File: config.mk
export PLATFORM = sky130hd
export DESIGN_NAME = usb_ep_csr
export DESIGN_NICKNAME = d
export VERILOG_FILES = /design/src/rtl/usb_ep_csr.sv
export SDC_FILE = /design/constraint.sdc
export NUM_CORES = 1
export LEC_CHECK = 0
export ABC_AREA = 1
export BUFFER_PORTS_ARGS = -buffer_cell sky130_fd_sc_hd__buf_2
export CAP_MARGIN = 20
export CORE_AREA = 2 2 44 46
export CTS_CLUSTER_DIAMETER = 120
export DETAILED_ROUTE_END_ITERATION = 7
export DIE_AREA = 0 0 46 48
export PLACE_DENSITY = 0.69
export SYNTH_ARGS = -nofsm -noshare
export SYNTH_HDL_FRONTEND = slang
export SYNTH_SLANG_ARGS = --single-unit
export TNS_END_PERCENT = 50
File: constraint.sdc
create_clock -name clk -period 1.1 [get_ports clk]
set_input_delay 0 -clock clk [delete_from_list [all_inputs] [get_ports clk]]
set_output_delay 0 -clock clk [all_outputs]
set_load 0.005 [all_outputs]
File: src/rtl/usb_ep_csr.sv
module usb_ep_csr #(
  parameter int REG_W = 8
) (
  input  logic             clk,
  input  logic             rst_n,
  input  logic             usb_reset,
  input  logic             double_buf,
  input  logic             wr_en,
  input  logic             wr_sel,
  input  logic [REG_W-1:0] wr_data,
  input  logic             rd_sel,
  output logic [REG_W-1:0] rd_data,
  input  logic             in_tx_done,
  input  logic             in_token,
  input  logic             in_load_full,
  input  logic             out_rx_done,
  input  logic             out_ovr_evt,
  input  logic             out_err_evt,
  input  logic             out_rd_busy,
  output logic             in_flush_o,
  output logic             in_slot_o,
  output logic             out_flush_o,
  output logic             rd_adv_o,
  output logic             clr_misuse_o
);

  logic in_rdy, in_unr, in_stall, in_aset, in_aflush;
  logic out_rdy, out_ovr, out_stall, out_derr;

  wire wr_in  = wr_en & ~wr_sel & ~usb_reset;
  wire wr_out = wr_en &  wr_sel & ~usb_reset;

  wire aset_ev   = in_aset & ~double_buf & in_load_full;
  wire aflush_ev = in_aflush & double_buf & in_tx_done;
  wire in_set    = (wr_in & wr_data[0]) | aset_ev;
  wire in_fl_req = wr_in & wr_data[6];
  wire in_clr    = in_tx_done | in_fl_req;

  wire out_fl    = wr_out & wr_data[6] & out_rdy;
  wire sw_clr    = wr_out & ~wr_data[0] & out_rdy & ~wr_data[6];
  wire misuse    = sw_clr & out_rd_busy;
  wire good_clr  = sw_clr & ~out_rd_busy & ~out_rx_done;

  always_ff @(posedge clk or negedge rst_n) begin
    if (!rst_n) begin
      {in_rdy, in_unr, in_stall, in_aset, in_aflush, in_slot_o} <= '0;
      {out_rdy, out_ovr, out_stall, out_derr} <= '0;
      {in_flush_o, out_flush_o, rd_adv_o, clr_misuse_o} <= '0;
    end else if (usb_reset) begin
      {in_rdy, in_unr, in_stall, in_aset, in_aflush, in_slot_o} <= '0;
      {out_rdy, out_ovr, out_stall, out_derr} <= '0;
      {in_flush_o, out_flush_o, rd_adv_o, clr_misuse_o} <= '0;
    end else begin
      if (in_set)      in_rdy <= 1'b1;
      else if (in_clr) in_rdy <= 1'b0;

      if (in_token & ~in_rdy)        in_unr <= 1'b1;
      else if (wr_in & ~wr_data[1])  in_unr <= 1'b0;

      if (wr_in) begin
        in_stall  <= wr_data[4];
        in_aset   <= wr_data[5];
        in_aflush <= wr_data[7];
      end
      if (aflush_ev) in_slot_o <= ~in_slot_o;

      if (out_rx_done)             out_rdy <= 1'b1;
      else if (good_clr | out_fl)  out_rdy <= 1'b0;

      if (out_ovr_evt)               out_ovr <= 1'b1;
      else if (wr_out & ~wr_data[1]) out_ovr <= 1'b0;

      if (out_err_evt)               out_derr <= 1'b1;
      else if (wr_out & ~wr_data[5]) out_derr <= 1'b0;

      if (wr_out) out_stall <= wr_data[4];

      in_flush_o   <= in_fl_req | aflush_ev;
      out_flush_o  <= out_fl;
      rd_adv_o     <= good_clr;
      clr_misuse_o <= misuse;
    end
  end

  wire [REG_W-1:0] in_view  = REG_W'({in_aflush, 1'b0, in_aset, in_stall, 2'b00, in_unr, in_rdy});
  wire [REG_W-1:0] out_view = REG_W'({2'b00, out_derr, out_stall, 2'b00, out_ovr, out_rdy});
  assign rd_data = rd_sel ? out_view : in_view;

  p_usbrst_clears_r1: assert property (@(posedge clk) disable iff (!rst_n)
    usb_reset |=> (!in_rdy && !in_unr && !out_rdy && !out_ovr && !out_derr && !in_slot_o));

  p_outrdy_rise_hw_r5: assert property (@(posedge clk) disable iff (!rst_n)
    $rose(out_rdy) |-> $past(out_rx_done));

  p_hw_set_wins_r6: assert property (@(posedge clk) disable iff (!rst_n)
    (out_rx_done && !usb_reset) |=> out_rdy);

  p_inrdy_source_r7: assert property (@(posedge clk) disable iff (!rst_n)
    $rose(in_rdy) |-> ($past(wr_en && !wr_sel && wr_data[0]) || $past(in_load_full && !double_buf)));

  p_slot_toggle_r8: assert property (@(posedge clk) disable iff (!rst_n)
    (!$stable(in_slot_o) && !$past(usb_reset)) |-> $past(double_buf && in_tx_done));

  p_misuse_hold_r12: assert property (@(posedge clk) disable iff (!rst_n)
    clr_misuse_o |-> out_rdy);

  p_out_pulse_excl_r11: assert property (@(posedge clk) disable iff (!rst_n)
    $onehot0({rd_adv_o, clr_misuse_o, out_flush_o}));

endmodule

## Yosys cells after proc, flatten, opt, wreduce, memory -nomap -nowiden

Index checks and enable logic that the tools add are counted.

- Register bits: 14
- Input bits: 22
- Output and inout bits: 13
- Logic and storage cells: 89

- Multiplexer cells: 30
- Bitwise gates (word level): 37
- Reduce and logical (&&, ||, !) cells: 8

Operators with widths:

| cell | number |
|---|---|
| $mux 1 | 29 |
| $and 1x1->1 | 22 |
| $reduce_bool 3->1 | 5 |
| $not 1->1 | 11 |
| $mux 8 | 1 |
| $reduce_bool 2->1 | 3 |
| $or 1x1->1 | 4 |

## Depth between registers and ports, before layout

Gate-level depths: netlist of the first run.

- Depth in word-level cells: 11
- Mapped depth: 6

## Least setup slack after synthesis of the first run

Ideal clock, no wire load.

- Path type: register to register
- From: register out_rdy
- To: register out_rdy
- Library setup time: 0.116 ns
- Arrival time: 0.759 ns
- Required time: 0.984 ns
- Slack: 0.226 ns
- Stages on the path, launching flop included: 6
- Clock period less this slack: 0.874 ns
- Path through: dfrtp_1 -> inv_1 -> nor3_1 -> nand3_1 -> nand2_1 -> nor2_1

- Longest elaborated chain between the ends: 6
- Elaborated cells between the ends (all ways): 7
- Classes of those cells: bitwise (6); reduce/logical (1)

Ends and longest elaborated chain:

| element | RTL line | text |
|---|---|---|
| start: declaration | 28 | `logic out_rdy, out_ovr, out_stall, out_derr;` |
| start signal: assignment | 47 | `{out_rdy, out_ovr, out_stall, out_derr} <= '0;` |
| start signal: assignment | 51 | `{out_rdy, out_ovr, out_stall, out_derr} <= '0;` |
| start signal: assignment | 67 | `if (out_rx_done) out_rdy <= 1'b1;` |
| $and 1x1->1 (2 in a row) | 40 | `wire sw_clr = wr_out & ~wr_data[0] & out_rdy & ~wr_data[6];` |
| $and 1x1->1 (2 in a row) | 42 | `wire good_clr = sw_clr & ~out_rd_busy & ~out_rx_done;` |
| $or 1x1->1 * | 68 | `else if (good_clr \| out_fl) out_rdy <= 1'b0;` |
| $reduce_bool 3->1 (no line) * | n/a |  |

Mark *: on every way between the ends. The rest lies on a longest branch, timed or not.
A chain may end at the register's enable or synchronous reset.

## Worst setup path after layout of the first run

- From: register in_unr
- To: output rd_data[1]

- Longest elaborated chain between the ends: 1

Ends and longest elaborated chain:

| element | RTL line | text |
|---|---|---|
| start: declaration | 27 | `logic in_rdy, in_unr, in_stall, in_aset, in_aflush;` |
| start signal: assignment | 46 | `{in_rdy, in_unr, in_stall, in_aset, in_aflush, in_slot_o} <= '0;` |
| start signal: assignment | 50 | `{in_rdy, in_unr, in_stall, in_aset, in_aflush, in_slot_o} <= '0;` |
| start signal: assignment | 57 | `if (in_token & ~in_rdy) in_unr <= 1'b1;` |
| $mux 8 | 87 | `assign rd_data = rd_sel ? out_view : in_view;` |
| end: declaration | 12 | `output logic [REG_W-1:0] rd_data,` |

No other way between the ends.

==> results.md, run 1 <==
* Area growth syn-to-layout at 33.9%
* Synthesized flop and latch total at 14
* Syn Area/Cell at 8.44 um2
* Final worst path period share at 93.8%
* VDD IR max at 604 uV
* Gpl congestion at 0.708
* Combinational family with the most area after synthesis: simple AND/OR/NAND/NOR gates
* Htree depth at 1
* Pin count of the biggest net entering global routing at 15
* RSZ-0062 raised after global routing: no
* Async SR Flop Fraction at 100%
* WP data required at 1100 ps
* # IOs at 35
* Adder-cell share of the synthesized area at 0%
* Kind of critical path: register to output pin
* DRC viols at 0
* CP max-delay cell: dfrtp_1
* Nets@finish at 144
* Setup_tns at 0 ps
* Initial DRC count at 17
* Cells after synthesis at 83
* Drt total wl at 1560 um
* Max cap viols at 0
* GRT Util Overall at 15.3%
* Clock Sinks at 14
* CTS root buffer: clkbuf_4
* Via density per instance at 4.67
* Core area at 1690 um2
* Worst Hold Class: primary input to register
* Cell Pwr Density at 1070 nW/um2
* Max incr delay on CP at 390 ps
* Die area at 2210 um2
* Fin crit period at 1030 ps
* Crit path capture type: output pin
* Compound-Gate Fraction of Synth Area at 12.3%
* Number of cell rows at 15
* Initial core utilization at 41.5%
* First-pass GRT wire length at 2310 um
* Clock network fraction of total power at 26.6%
* Die width at 46 um
* Crit path max-delay family: flip-flops
* Mapped Area at 701 um2
* Post-layout util at 55.6%
* Number of routed nets with antenna violations at 0
* Startpoint Class: register
* Design area at 938 um2
* Wirelength per Cell at 11.4 um
* Sequential fraction of the synthesis area at 50.0%
* Num CTS Buffers at 3
* Vias in the first global route at 564
* Clock-pin slew on the worst setup and hold paths at 80 ps
* Slew Limit Fails at 0
* Crit path DAT at 1030 ps
* Worst-path maximum fanout at 2
* Proportion of layout cells with a drive suffix above 1 at 33.3%
* Total number of vias at 640
* Clock Latency Late Sink at 260 ps
* Sw frac at 25.2%
* Port Buf Inserts at 29
* Post-Synth Simple-Gate Area at 22.7%
* Int Power at 752 uW
* Peak Freq at 0.969 GHz
* First drt pass iteration count at 4
* Worst path bufs/invs at 1
* Top_reg_cell synth: dfrtp_1
* Placed Cells at 126
* Final setup fails at 0
* P_sw at 253 uW
* CP Cell Sequence: mux2_2, buf_2
* Yosys cell types at 21
* Layout Cells excl Fill at 137
* Initial antenna violation count at 0
* Diodes inserted at 0
* Comb power frac at 18.4%
* Yosys warning total at 0
* Post-synthesis xor/xnor area fraction at 0%
* Hpwl dp at 1160 um
* Mux cell area share after synthesis at 1.61%
* Final Hold Fails at 0
* Die Y at 48 um
* GR Overflow Total at 0
* Leak Pwr at 0.000515 uW
* CTS tree: done
* Outcome: finished, final reports clean
* Post-CTS setup buffers at 0
* Number of flops mapped to enable cells by yosys at 0
* Seq pwr share at 55.0%
* Final Skew at 1.70 ps
* Area after DPL at 836 um2
* Longest Clk Path Bufs at 2
-- final timing paths --
check	start	endpoint	slack [ps]	depth (start not counted)
worst max-delay path	in_unr	rd_data[1]	70	2
worst min-delay path	wr_data[6]	out_flush_o	10	3
worst max register to register	out_rdy	out_rdy	150	5
worst min register to register	out_ovr	out_ovr	510	2
max in group asynchronous	rst_n	in_unr	720	2
min in group asynchronous	rst_n	in_flush_o	150	2
-- power groups by stage --
stage	registers [uW]	logic, uW	clock network [uW]
CTS	553	183	280
global route	556	207	309
floorplan	561	91.2	0
detailed placement	564	161	0
global placement	562	158	0
finish	553	185	268
-- area by class of cell --
| cell class | instances | area (um2) |
|---|---|---|
| Inverter | 13 | 51.3 |
| Tap cell | 17 | 21.3 |
| Timing Repair Buffer | 37 | 225 |
| Sequential cell | 14 | 350 |
| Clock buffer | 3 | 22.5 |
| Fill cell | 165 | 751 |
| Multi-Input combinational cell | 53 | 268 |
-- Yosys cell counts (all sizes together), types with 2 or more instances --
| cell | count | share of area (%) |
|---|---|---|
| nand3 | 7 | 5.7 |
| dfrtp | 14 | 50 |
| nand2 | 13 | 7.7 |
| a21oi | 6 | 4.8 |
| inv | 13 | 7.3 |
| o21ai | 9 | 6.4 |
| buf | 4 | 4.8 |
| nor3 | 2 | 1.4 |
| nor2 | 9 | 5.9 |
-- layer usage --
layer,up-vias,share of wire [%],GRT usage [%]
met1,287,43,17.6
met5,-,0,0
met3,2,3.5,2.26
li1,331,-,-
met2,20,52,27.2
met4,0,1.3,8.57
-- worst min-delay path, cell delays in order --
cell and delay (ps):
buf_2 120, nand2_2 80, nor2_1 40
-- cells in the final DEF (no fill, tap or decap), drive strengths merged --
cell type     n
o21a          1
nand3         7
mux2          1
nor3          2
clkbuf        3
nand2        13
dfrtp        14
nor2          9
inv          13
conb          3
buf          29
nand4         1
dlygate4sd3   8
and3          1
a21oi         6
o21ai         9
-- cells by family (layout without fill, tap and decap cells) --
family	count (synthesis)	count (layout)
buffers and inverters	18	53
and+or+nand+nor	33	33
muxes	1	1
DFF	14	14
AOI/OAI and AO/OA	16	16
other	1	3
-- what timing repair did --
item | 4_1_cts | 5_1_grt
hold endpoints to repair | 21 | 0
resized for setup | 0 | 0
hold buffers | 8 | 0
-- stage by stage --
step / setup slack (ps) / power (uW) / hold WS [ps]
3_3_place_gp: 194 / 719 / -91.4
4_1_cts: 58.5 / 1020 / 4.11
3_5_place_dp: 153 / 724 / -92.4
2_1_floorplan: 226 / 652 / -296
5_1_grt: 9.42 / 1070 / 0.707
6_report: 68.1 / 1010 / 10.2
Power figures use the tool's default switching activity.
==> inputs of run 2 (changes only) <==
==> config.mk (replaced) <==
export PLATFORM = sky130hd
export DESIGN_NAME = usb_ep_csr
export DESIGN_NICKNAME = d
export VERILOG_FILES = /design/src/rtl/usb_ep_csr.sv
export SDC_FILE = /design/constraint.sdc
export NUM_CORES = 1
export LEC_CHECK = 0
export ABC_CLOCK_PERIOD_IN_PS = 1100
export BUFFER_PORTS_ARGS = -buffer_cell sky130_fd_sc_hd__buf_2
export CAP_MARGIN = 20
export CORE_AREA = 2 2 43 45
export CTS_CLUSTER_DIAMETER = 120
export DETAILED_ROUTE_END_ITERATION = 7
export DIE_AREA = 0 0 45 47
export PLACE_DENSITY = 0.7
export RECOVER_POWER = 50
export SYNTH_ARGS = -nofsm -noshare
export SYNTH_HDL_FRONTEND = slang
export SYNTH_SLANG_ARGS = --single-unit
export TNS_END_PERCENT = 50
==> run 2 against run 1 <==
Net effect:
- the run now ends with hold timing left
- via count down 4.1%
- final area up 5.5%
- register-to-register slack worse by 90 ps
- synthesized area down 4.6%
- synthesized cell count down 22%
- non-clock buffer count up 6
- critical endpoint is now rd_data[0]
- largest power group unchanged
==> results.md, run 2 <==
* Crit path capture type: output pin
* Cells after synthesis at 65
* Hold slack final at -4.64 ps
* Hpwl dp at 1100 um
* Peak Freq at 0.919 GHz
* Diodes inserted at 0
* Initial antenna violation count at 0
* Crit path DAT at 1090 ps
* Max cap viols at 0
* Int Power at 769 uW
* Via density per instance at 4.87
* Most frequent cells in the layout: 27 x buf_2, 14 x dfrtp_1, 11 x dlygate4sd3_1, 7 x nor2_1, 6 x a21oi_1
* Yosys warning total at 0
* CTS tree: done
* Final Hold Fails at 1
* # IOs at 35
* RSZ-0062 raised after global routing: yes
* Die area at 2120 um2
* Nets@finish at 133
* Clock Latency Late Sink at 290 ps
* Comb power frac at 18.3%
* Longest Clk Path Bufs at 2
* DRC viols at 0
* Clock-pin slew on the worst setup and hold paths at 80 ps
* Gpl congestion at 0.797
* Async SR Flop Fraction at 100%
* Port Buf Inserts at 29
* Htree depth at 1
* Num CTS Buffers at 3
* First drt pass iteration count at 4
* Startpoint Class: register
* Seq pwr share at 53.1%
* Sequential fraction of the synthesis area at 52.4%
* Compound-Gate Fraction of Synth Area at 9.18%
* Slew Limit Fails at 0
* Area growth syn-to-layout at 48.1%
* Top-count cell post-synth: dfrtp_1
* VDD IR max at 944 uV
* Final setup fails at 0
* Leak Pwr at 0.000531 uW
* Synth top area share at 52.4%
* Initial core utilization at 40.5%
* Worst-path maximum fanout at 3
* Area leader, netlist: dfrtp_1
* Combinational family with the most area after synthesis: simple AND/OR/NAND/NOR gates
* Commonest non-fill, non-tap cell in the layout: buf_2
* Pin count of the biggest net entering global routing at 15
* Post-Synth Simple-Gate Area at 18.5%
* Mux cell area share after synthesis at 11.2%
* Fin crit period at 1090 ps
* Number of cell rows at 15
* Number of flops mapped to enable cells by yosys at 0
* P_sw at 262 uW
* Worst Hold Class: primary input to register
* Failing checks: hold timing
* Final Skew at 5.48 ps
* First-pass GRT wire length at 2440 um
* Number of routed nets with antenna violations at 0
* Proportion of layout cells with a drive suffix above 1 at 37.6%
* Area contributors post-synth: dfrtp_1 52%, mux2_2 6.7%, a21oi_1 4.5%
* Vias in the first global route at 573
* GR Overflow Total at 0
* Slew of the pin with the lowest slew margin at 740 ps
* Syn Area/Cell at 10.3 um2
* Setup_tns at 0 ps
* WP data required at 1100 ps
* Total number of vias at 614
* Top_reg_cell synth: dfrtp_1
* Synth top cells by count: 14 x dfrtp_1, 7 x nor2_1, 6 x a21oi_1
* Wirelength per Cell at 12.6 um
* CTS root buffer: clkbuf_4
* Core area at 1650 um2
* Die width at 45 um
* Initial DRC count at 6
* Synthesized flop and latch total at 14
* Kind of critical path: register to output pin
* Yosys cell types at 25
* Die Y at 47 um
* Outcome: finished, violations left
* Mapped Area at 668 um2
* Clock network fraction of total power at 28.6%
* Drt total wl at 1580 um
* Final worst path period share at 98.9%
* Cell Pwr Density at 1040 nW/um2
* Sw frac at 25.4%
* Post-synthesis xor/xnor area fraction at 1.31%
* Max-Slew Margin vs Limit at 50.6%
* GRT Util Overall at 16.6%
* Clock Sinks at 14
* Adder-cell share of the synthesized area at 0%
==> run 2: path summary, 6_finish.rpt <==
| path | startpoint | cells past startpoint | slack, ps | endpoint |
|---|---|---|---|---|
| worst max-delay path | in_rdy | 2 | 10 | rd_data[0] |
| worst max register to register | out_rdy | 3 | 60 | rd_adv_o |
| worst min register to register | out_stall | 2 | 520 | out_stall |
| worst min-delay path | wr_data[0] | 3 | -5 | rd_adv_o |
| min in group asynchronous | rst_n | 2 | 280 | out_ovr |
| max in group asynchronous | rst_n | 2 | 350 | in_stall |
==> run 2: metal layers <==
layer | routed length (um) | share of wire (%) | track usage (%)
met1 | 643 | 41 | 19.1
met2 | 797 | 50 | 28.3
met3 | 119 | 7.5 | 6.92
met4 | 21 | 1.3 | 5.29
met5 | 0 | 0 | 0
==> run 2: power by group through the flow <==
stage	combinational [uW]	sequential (uW)	clock (uW)
2_1_floorplan	73.0	555	0
3_5_place_dp	147	558	0
4_1_cts	181	547	305
5_1_grt	211	550	322
6_report	189	547	295
3_3_place_gp	145	557	0
==> run 2: final cells by class <==
cell class / count / area, um2
fillers: 155 / 662
flip-flops and latches: 14 / 350
multi-input cells: 44 / 289
repair buffers: 43 / 288
clock buffers: 3 / 22.5
well taps: 17 / 21.3
inverters: 5 / 18.8
==> run 2: worst max-delay path: stages (launching register included) <==
cell and delay, ps:
dfrtp_1 400, mux2_4 280, buf_6 120
==> run 2: per-stage QoR <==
stage	util, %	total power [uW]	setup slack (ps)	cells	cell area [um2]
floorplan	-	628	149	67	676
global placement	49.8	702	123	110	823
detailed placement	49.8	705	92.5	110	823
CTS	58.5	1030	1.30	125	966
global route	59.9	1080	-22.5	126	990
finish	59.9	1030	11.9	126	990
==> run 2: repair_timing <==
| item | in CTS | in global routing |
|---|---|---|
| hold buffers | 12 | 0 |
| buffers inserted | 0 | 1 |
| setup endpoints to repair | 0 | 5 |
| endpoints found under the hold margin | 26 | 0 |
| gates resized for setup | 0 | 4 |
==> run 2: logic make-up (layout without fill, tap and decap cells) <==
family | count (synthesis) | count (layout)
AO/OA/AOI/OAI | 11 | 11
XOR/XNOR | 1 | 1
buffers and inverters | 9 | 51
flip-flops | 14 | 14
multiplexers | 7 | 7
other | 1 | 3
AND/OR/NAND/NOR | 22 | 22
